**config.mk**
```make
export PLATFORM = sky130hd
export DESIGN_NAME = rail_fault_supervisor
export DESIGN_NICKNAME = d
export VERILOG_FILES = /design/src/rtl/fsup_pkg.sv /design/src/rtl/fsup_rst_sync.sv /design/src/rtl/fsup_hyst_lockout.sv /design/src/rtl/fsup_rail_trip.sv /design/src/rtl/rail_fault_supervisor.sv
export SDC_FILE = /design/constraint.sdc
export NUM_CORES = 1
export LEC_CHECK = 0
export ABC_AREA = 1
export BUFFER_PORTS_ARGS = -buffer_cell sky130_fd_sc_hd__buf_2
export CAP_MARGIN = 10
export CORE_AREA = 2 2 105 107
export CTS_CLUSTER_SIZE = 16
export DETAILED_ROUTE_END_ITERATION = 8
export DIE_AREA = 0 0 107 109
export PLACE_DENSITY = 0.46
export SLEW_MARGIN = 20
export SYNTH_ARGS = -nofsm -noshare
export SYNTH_HDL_FRONTEND = slang
export SYNTH_SLANG_ARGS = --single-unit
```
**constraint.sdc**
```tcl
create_clock -name clk -period 2.1 [get_ports clk]
set_input_delay 0.525 -clock clk [delete_from_list [all_inputs] [get_ports clk]]
set_output_delay 0.525 -clock clk [all_outputs]
set_load 0.01 [all_outputs]
```
**src/rtl/fsup_pkg.sv**
```systemverilog
package fsup_pkg;

  // Offsets of the shutdown-cause bits above the per-rail fault bits.
  localparam int unsigned STAT_STBY_OFS = 0;
  localparam int unsigned STAT_MAIN_OFS = 1;
  localparam int unsigned STAT_HOT_OFS  = 2;
  localparam int unsigned STAT_EXTRA    = 3;

  function automatic int unsigned status_width(input int unsigned nrails);
    return nrails + STAT_EXTRA;
  endfunction

endpackage

```
**src/rtl/fsup_rst_sync.sv**
```systemverilog
module fsup_rst_sync (
  input  logic clk,
  input  logic rst_n,
  output logic rst_sync_n
);

  logic stage1_q;
  logic stage2_q;

  always_ff @(posedge clk or negedge rst_n) begin
    if (!rst_n) begin
      stage1_q <= 1'b0;
      stage2_q <= 1'b0;
    end else begin
      stage1_q <= 1'b1;
      stage2_q <= stage1_q;
    end
  end

  assign rst_sync_n = stage2_q;

endmodule

```
**src/rtl/fsup_hyst_lockout.sv**
```systemverilog
module fsup_hyst_lockout (
  input  logic clk,
  input  logic rst_n,
  input  logic above_rise,
  input  logic above_fall,
  output logic lockout
);

  logic ok_q;
  logic ok_d;

  // Next state: a released supply follows the falling threshold,
  // a locked supply follows the rising threshold.
  always_comb begin
    if (ok_q) begin
      ok_d = above_fall;
    end else begin
      ok_d = above_rise;
    end
  end

  always_ff @(posedge clk or negedge rst_n) begin
    if (!rst_n) begin
      ok_q <= 1'b0;
    end else begin
      ok_q <= ok_d;
    end
  end

  assign lockout = ~ok_q;

  // a locked supply without its rising threshold stays locked
  a_r2_stay_locked: assert property (@(posedge clk) disable iff (!rst_n)
    (lockout && !above_rise) |=> lockout);

  // a released supply above its falling threshold stays released
  a_r2_stay_released: assert property (@(posedge clk) disable iff (!rst_n)
    (!lockout && above_fall) |=> !lockout);

endmodule

```
**src/rtl/fsup_rail_trip.sv**
```systemverilog
module fsup_rail_trip #(
  parameter int unsigned DELAY_CYC = 30000
) (
  input  logic clk,
  input  logic rst_n,
  input  logic uv_flag,
  input  logic mask,
  input  logic clear,
  output logic tripped
);

  localparam int unsigned CW = (DELAY_CYC > 1) ? $clog2(DELAY_CYC) : 1;
  localparam logic [CW-1:0] LAST = CW'(DELAY_CYC - 1);

  logic [CW-1:0] cnt_q;
  logic [CW-1:0] cnt_d;
  logic          trip_q;
  logic          trip_d;
  logic          active;

  assign active = uv_flag & ~mask;

  always_comb begin
    cnt_d  = cnt_q;
    trip_d = trip_q;
    if (clear) begin
      cnt_d  = '0;
      trip_d = 1'b0;
    end else if (!active || trip_q) begin
      cnt_d = '0;
    end else if (cnt_q == LAST) begin
      cnt_d  = '0;
      trip_d = 1'b1;
    end else begin
      cnt_d = cnt_q + 1'b1;
    end
  end

  always_ff @(posedge clk or negedge rst_n) begin
    if (!rst_n) begin
      cnt_q  <= '0;
      trip_q <= 1'b0;
    end else begin
      cnt_q  <= cnt_d;
      trip_q <= trip_d;
    end
  end

  assign tripped = trip_q;

  // a trip can only come from an unmasked, flagged cycle
  a_r3_trip_needs_flag: assert property (@(posedge clk) disable iff (!rst_n)
    $rose(tripped) |-> $past(uv_flag && !mask));

  // a latched fault holds until the power-cycle clear
  a_r5_trip_holds: assert property (@(posedge clk) disable iff (!rst_n)
    (tripped && !clear) |=> tripped);

  // a masked rail never trips on that edge
  a_r6_mask_blocks: assert property (@(posedge clk) disable iff (!rst_n)
    (mask && !tripped) |=> !tripped);

endmodule

```
**src/rtl/rail_fault_supervisor.sv**
```systemverilog
module rail_fault_supervisor
  import fsup_pkg::*;
#(
  parameter int unsigned NUM_RAILS    = 3,
  parameter int unsigned DELAY_CYC    = 30000,
  parameter int unsigned MEM_RAIL_IDX = 2
) (
  input  logic                              clk,
  input  logic                              rst_n,
  input  logic [NUM_RAILS-1:0]              rail_uv,
  input  logic                              mem_rail_off,
  input  logic                              soft_start,
  input  logic                              stby_rise_ok,
  input  logic                              stby_fall_ok,
  input  logic                              main_rise_ok,
  input  logic                              main_fall_ok,
  input  logic                              die_hot,
  input  logic                              stby_pgood,
  output logic                              outputs_off,
  output logic [status_width(NUM_RAILS)-1:0] fault_status
);

  logic                 rst_int_n;
  logic                 stby_lock;
  logic                 main_lock;
  logic                 hot_q;
  logic                 pgood_q;
  logic                 pgood_rise;
  logic                 suspend;
  logic [NUM_RAILS-1:0] rail_mask;
  logic [NUM_RAILS-1:0] rail_trip;

  fsup_rst_sync u_rst_sync (
    .clk        (clk),
    .rst_n      (rst_n),
    .rst_sync_n (rst_int_n)
  );

  fsup_hyst_lockout u_stby_lock (
    .clk        (clk),
    .rst_n      (rst_int_n),
    .above_rise (stby_rise_ok),
    .above_fall (stby_fall_ok),
    .lockout    (stby_lock)
  );

  fsup_hyst_lockout u_main_lock (
    .clk        (clk),
    .rst_n      (rst_int_n),
    .above_rise (main_rise_ok),
    .above_fall (main_fall_ok),
    .lockout    (main_lock)
  );

  // Registered thermal flag and power-good history.
  always_ff @(posedge clk or negedge rst_int_n) begin
    if (!rst_int_n) begin
      hot_q   <= 1'b0;
      pgood_q <= 1'b0;
    end else begin
      hot_q   <= die_hot;
      pgood_q <= stby_pgood;
    end
  end

  assign pgood_rise = stby_pgood & ~pgood_q;
  assign suspend    = stby_lock | main_lock | hot_q;

  for (genvar i = 0; i < NUM_RAILS; i++) begin : g_rail
    if (i == MEM_RAIL_IDX) begin : g_mem
      assign rail_mask[i] = soft_start | suspend | mem_rail_off;
    end else begin : g_std
      assign rail_mask[i] = soft_start | suspend;
    end

    fsup_rail_trip #(
      .DELAY_CYC (DELAY_CYC)
    ) u_trip (
      .clk     (clk),
      .rst_n   (rst_int_n),
      .uv_flag (rail_uv[i]),
      .mask    (rail_mask[i]),
      .clear   (pgood_rise),
      .tripped (rail_trip[i])
    );
  end

  assign outputs_off = (|rail_trip) | suspend;
  assign fault_status = {hot_q, main_lock, stby_lock, rail_trip};

  // any latched rail fault forces the outputs off
  a_r9_trip_disables: assert property (@(posedge clk) disable iff (!rst_int_n)
    (|rail_trip) |-> outputs_off);

  // a hot die turns outputs off on the following edge
  a_r8_hot_disables: assert property (@(posedge clk) disable iff (!rst_int_n)
    die_hot |=> outputs_off);

  // a power-good rise clears every latched fault
  a_r5_cycle_clears: assert property (@(posedge clk) disable iff (!rst_int_n)
    (stby_pgood && !pgood_q) |=> (rail_trip == '0));

  // soft-start prevents any new fault from latching
  a_r6_softstart_no_trip: assert property (@(posedge clk) disable iff (!rst_int_n)
    soft_start |=> !$rose(|rail_trip));

endmodule

```
Word-level counts from Yosys, hierarchy flattened
Index checks and enable logic that the tools add are counted.
{"block": "word_totals", "register_bits": 54, "out_inout_bits": 7, "wordCells": 68, "in_bits": 13}
{"block": "classes", "reduce_logical": 13, "eq_ne": 6, "n_mux": 20, "n_bitwise": 14, "addsub": 3}
{"operator": "two-way mux 15 bit", "n": 9}
{"operator": "adder 15 x 1 -> 15 bit (second input constant)", "n": 3}
{"operator": "== test 15 bit (second input constant)", "n": 3}
{"operator": "two-way mux 1 bit", "n": 11}
{"operator": "AND reduction 2 bit", "n": 3}
{"operator": "nonzero test 2 bit", "n": 3}
{"operator": "NOT 1 bit", "n": 5}
{"operator": "bitwise OR 1 bit", "n": 5}
{"operator": "bitwise AND 1 bit", "n": 4}
{"operator": "inequality test 2 bit (second input constant)", "n": 2}
{"operator": "logical NOT 1 bit", "n": 3}
{"operator": "logical OR 1 bit", "n": 3}
{"operator": "OR reduction 3 bit", "n": 1}
{"operator": "inequality test 2 x 1 -> 1 bit (second input constant)", "n": 1}

Longest topological paths before layout
{"block": "logic_depth", "word_depth": 11, "depth_mapped": 9, "ltp_nobuf": 9}

Modules after synthesis
From an unflattened synthesis, not the netlist that was laid out.
{"block": "unflattened", "hier_cells": 355, "area_unflattened_um2": 3055.4}
{"mod": "fsup_rail_trip", "instances": 3, "cells_per_inst": 107, "seq_area_each_um2": 400.4, "area_per_inst_um2": 924.6}
{"mod": "rail_fault_supervisor", "instances": 1, "cells_per_inst": 21, "seq_area_each_um2": 50.0, "area_per_inst_um2": 137.6}
{"mod": "fsup_hyst_lockout", "instances": 2, "cells_per_inst": 5, "seq_area_each_um2": 25.0, "area_per_inst_um2": 45.0}
{"mod": "fsup_rst_sync", "instances": 1, "cells_per_inst": 3, "seq_area_each_um2": 50.0, "area_per_inst_um2": 53.8}

Worst setup path before layout
OpenSTA, ideal clock, no wires.
{"block": "synth_path", "path_kind": "flip-flop to flip-flop", "startpoint": "reg g_rail[2].u_trip.cnt_q[0]", "endpoint": "reg g_rail[2].u_trip.cnt_q[0]", "slack_ns": 0.764, "path_stages_with_launch": 10, "setup_ns": 0.071, "period_less_slack_ns": 1.336, "arrival_time_ns": 1.265, "cell_sequence": "dfrtp_1 > ha_1 > nand3_1 > inv_1 > nand2_1 > nor2_1 > nor2_1 > nand2_2 > buf_6 > nor2_1"}
{"block": "synth_between", "elab_chain_cells": 4}
{"item": "start, declared", "line": "fsup_rail_trip.sv:15", "rtl": "logic [CW-1:0] cnt_q;"}
{"item": "start signal, assigned", "line": "fsup_rail_trip.sv:44", "rtl": "cnt_q <= cnt_d;"}
{"item": "adder 15 x 1 -> 15 bit or == test 15 bit (tied branches)", "line": "fsup_rail_trip.sv:35, fsup_rail_trip.sv:31"}
{"item": "two-way mux 15 bit (*)", "line": "fsup_rail_trip.sv:31", "rtl": "end else if (cnt_q == LAST) begin"}
{"item": "two-way mux 15 bit (*)", "line": "fsup_rail_trip.sv:29", "rtl": "end else if (!active || trip_q) begin"}
{"item": "two-way mux 15 bit (*)", "line": "fsup_rail_trip.sv:26", "rtl": "if (clear) begin"}
{"item": "named net g_rail[2].u_trip.cnt_d[0]", "line": "fsup_rail_trip.sv:16", "rtl": "logic [CW-1:0] cnt_d;"}
The timed path passes the listed nets; every way through them passes the cells marked *.
A chain may end at the register's enable or synchronous reset.

Worst setup path in the final report
{"block": "layout_path", "startpoint": "reg u_main_lock.ok_q", "endpoint": "out outputs_off"}
{"block": "layout_between", "elab_chain_cells": 4}
{"item": "start, declared", "line": "fsup_hyst_lockout.sv:9", "rtl": "logic ok_q;"}
{"item": "start signal, assigned", "line": "fsup_hyst_lockout.sv:26", "rtl": "ok_q <= ok_d;"}
{"item": "NOT 1 bit", "line": "fsup_hyst_lockout.sv:30", "rtl": "assign lockout = ~ok_q;"}
{"item": "bitwise OR 1 bit (2 in series)", "line": "rail_fault_supervisor.sv:67", "rtl": "assign suspend = stby_lock | main_lock | hot_q;"}
{"item": "bitwise OR 1 bit", "line": "rail_fault_supervisor.sv:88", "rtl": "assign outputs_off = (|rail_trip) | suspend;"}
{"item": "end, declared", "line": "rail_fault_supervisor.sv:19", "rtl": "output logic outputs_off,"}
Every way passes these cells.

==> qor.yml <==
run_status:
  status: "complete, no violations"
die:
  coreArea_um2: 10600
  std_cell_rows: 38
  start_util_pct: 28.3
  fp.dieH_um: 109
  die_area_um2: 11700
  die_w_um: 107
  pin_count: 20
worst_setup_path:
  cp_max_fo: 5
  crit_arrival_ns: 1.23
  reg2reg_to: "g_rail[1].u_trip.cnt_q[14]$_DFF_PN0_"
  endpoint_kind: "output port"
  r2r_setup_slack_ns: 0.52
  r2r_start: "g_rail[1].u_trip.cnt_q[0]$_DFF_PN0_"
  crit_path_start_kind: "register"
  crit_type: "register to output port"
  cp.required_ns: 1.57
  reg2regPathDepth: 6
sta:
  fin_crit_sh_pct: 83.5
  setup_ws_ns: 0.347
  finalClockSkew_ns: 0.00900
  slew_viol_final: 0
  hold_viol_final: 0
  fin_crit_ns: 1.75
  setup-violations-final: 0
  setup_tns_ns: 0
  max_freq_ghz: 0.571
  rsz0062_at_grt: "false"
layout:
  diodes: 0
  syn2layout_area_growth_pct: 11.3
  most-common-layout-cells: "nand2_1, nor2_1, inv_1"
  final_common_cell: "nand2_1"
  utilization_pct: 31.5
  final_area_um2: 3340
  layout-drive-gt1-share_pct: 11.9
  finalNetCount: 435
logic_synthesis:
  synth_warnings: 0
  yosys.area_share.simple_pct: 36.0
  synthCells: 400
  ys_types: 24
  synth_top_family_by_area: "simple AND/OR/NAND/NOR gates"
  yosysTopAreaCell: "dfrtp_1"
  synthAdderAreaFrac_pct: 1.25
  synth_mux_area_share_pct: 0
  synth_area_leaders: "dfrtp_1, nand2_1, nor2_1"
  synth-seq-cells: 54
  synth_compound_area_share_pct: 3.00
  avgSynthCellArea_um2: 7.51
  synth_top_area_share_pct: 45.0
  mappedNetlistArea_um2: 3010
  syn-num-nets: 416
  yosysSeqAreaShare_pct: 45.0
  synth-xor-area-share_pct: 4.66
drt:
  drt_iter0_markers: 102
  dr.pass1.iters: 4
  via_count: 2404
  avgViaCountPerCell: 4.29
  drt_wl_total_um: 5990
  drc: 0
  drt.antenna.violating_nets: 0
  routedWlPerCell_um: 10.7
clocking:
  cts_hold_buf: 1
  clk_pin_slew_worst_paths_ns: 0.10
  htreeDepth: 2
  insertion_delay_ns: 0.30
  cts_buffer_depth: 2
  cts-root-buf: "clkbuf_8"
  post_cts_resized: 0
  numClockSinks: 54
  numCtsBuffers: 5
  cts_tree: "yes"
  post-cts-setup-buffer-count: 0
place:
  numPortBuffers: 19
  place.gp.congestion: 0.792
  post-dp-hpwl_um: 4630
  placed_area_um2: 3220
  place_worst_setup_slack_ns: 0.471
grt:
  antenna_found_initial: 0
  track_usage_pct: 11.7
  grt_max_degree: 50
  grt_pass1_wl_um: 11000
  overflow: 0
  grt_pass1_vias: 2416
power_and_ir_drop:
  switching_share_pct: 21.4
  p_int_mw: 1.47
  clock_power_share_pct: 38.7
  power_mw: 1.87
  p_comb_share_pct: 4.5
  seq_power_share_pct: 56.7
  peakVddDrop_mv: 0.259
  p_leak_nw: 1.41
  p_per_area_nw_per_um2: 558
  power.switching_uw: 399
run:
  maxCapViolCount: 0
worst_hold_path:
  hp-class: "register to asynchronous set/reset pin"
## through the flow
| stage | std cells | hold slack, ns |
|---|---|---|
| floorplan | 400 | 0.229 |
| global placement | 551 | 0.0734 |
| detailed placement | 551 | 0.0773 |
| CTS | 560 | 0.0849 |
| global route | 560 | 0.0902 |
| finish | 560 | 0.0779 |
## metal layers
layer	GRT usage, %	wire length [µm]	vias up
met2	19.5	2880	24
met1	15.4	2900	1116
li1	-	-	1258
met3	2.21	141	6
met4	3.90	72	0
met5	0	0	-
## worst max-delay path, cell delays in order, from the launching register on
cell and delay, ns:
dfrtp_1 0.40, nand2_2 0.08, nor2_4 0.17, nand4_1 0.11, buf_2 0.16
## worst max path at each step
stage	startpoint	endpoint	slack [ns]	depth (start not counted)
2_1_floorplan	u_rst_sync.rst_sync_n$_DFF_PN0_	g_rail[0].u_trip.cnt_q[0]$_DFF_PN0_	0.49	0
3_3_place_gp	g_rail[1].u_trip.cnt_q[0]$_DFF_PN0_	g_rail[1].u_trip.cnt_q[8]$_DFF_PN0_	0.50	6
3_5_place_dp	stby_pgood	g_rail[2].u_trip.cnt_q[10]$_DFF_PN0_	0.47	8
4_1_cts	u_main_lock.ok_q$_DFF_PN0_	outputs_off	0.30	4
5_1_grt	u_stby_lock.ok_q$_DFF_PN0_	outputs_off	0.24	4
6_report	u_main_lock.ok_q$_DFF_PN0_	outputs_off	0.35	4
## cells by family after synthesis
kind of cell | Yosys count
other cells | 1
fa+ha+maj | 3
xor+xnor | 16
flops | 54
compound gates | 16
simple gates | 242
buf+inv | 68
## power by group through the flow
| stage | Clock, mW | Sequential [mW] | Combinational, mW |
|---|---|---|---|
| 4_1_cts | 0.760 | 1.06 | 0.0879 |
| 5_1_grt | 0.798 | 1.06 | 0.0977 |
| 3_3_place_gp | 0 | 1.08 | 0.0854 |
| 2_1_floorplan | 0 | 1.09 | 0.0469 |
| 3_5_place_dp | 0 | 1.08 | 0.0864 |
| 6_report | 0.723 | 1.06 | 0.0845 |
## synth_stat cells
cell type  count
inv_1         59
nand2_1       93
o21ai_0        5
buf_6          3
nor3b_1        1
a21oi_1        6
nor2_4         4
nand4_1        9
nor2_2         7
o21bai_1       3
nor3_2         4
buf_4          6
nor3_1        12
nand3b_1       2
ha_1           3
xor2_1        11
dfrtp_1       54
a31oi_1        2
nand2_2        3
nor2_1        87
nand3_1       16
nand3_2        4
conb_1         1
xnor2_1        5
## layout make-up
class	instances	area, µm²
fill	1169	7260
sequential	54	1350
clock inverter	1	30.0
multi-input combinational	278	1350
inverter	59	221
tap	140	175
clock buffer	7	86.3
timing repair buffer	21	125
## state kept, by name, indices dropped and copies added, names as in the netlist
signal	count
u_stby_lock.ok_q	1
u_main_lock.ok_q	1
u_rst_sync.rst_sync_n	1
g_rail.u_trip.tripped	3
hot_q	1
u_rst_sync.stage1_q	1
g_rail.u_trip.cnt_q	45
pgood_q	1
(Power assumes the default switching activity.)
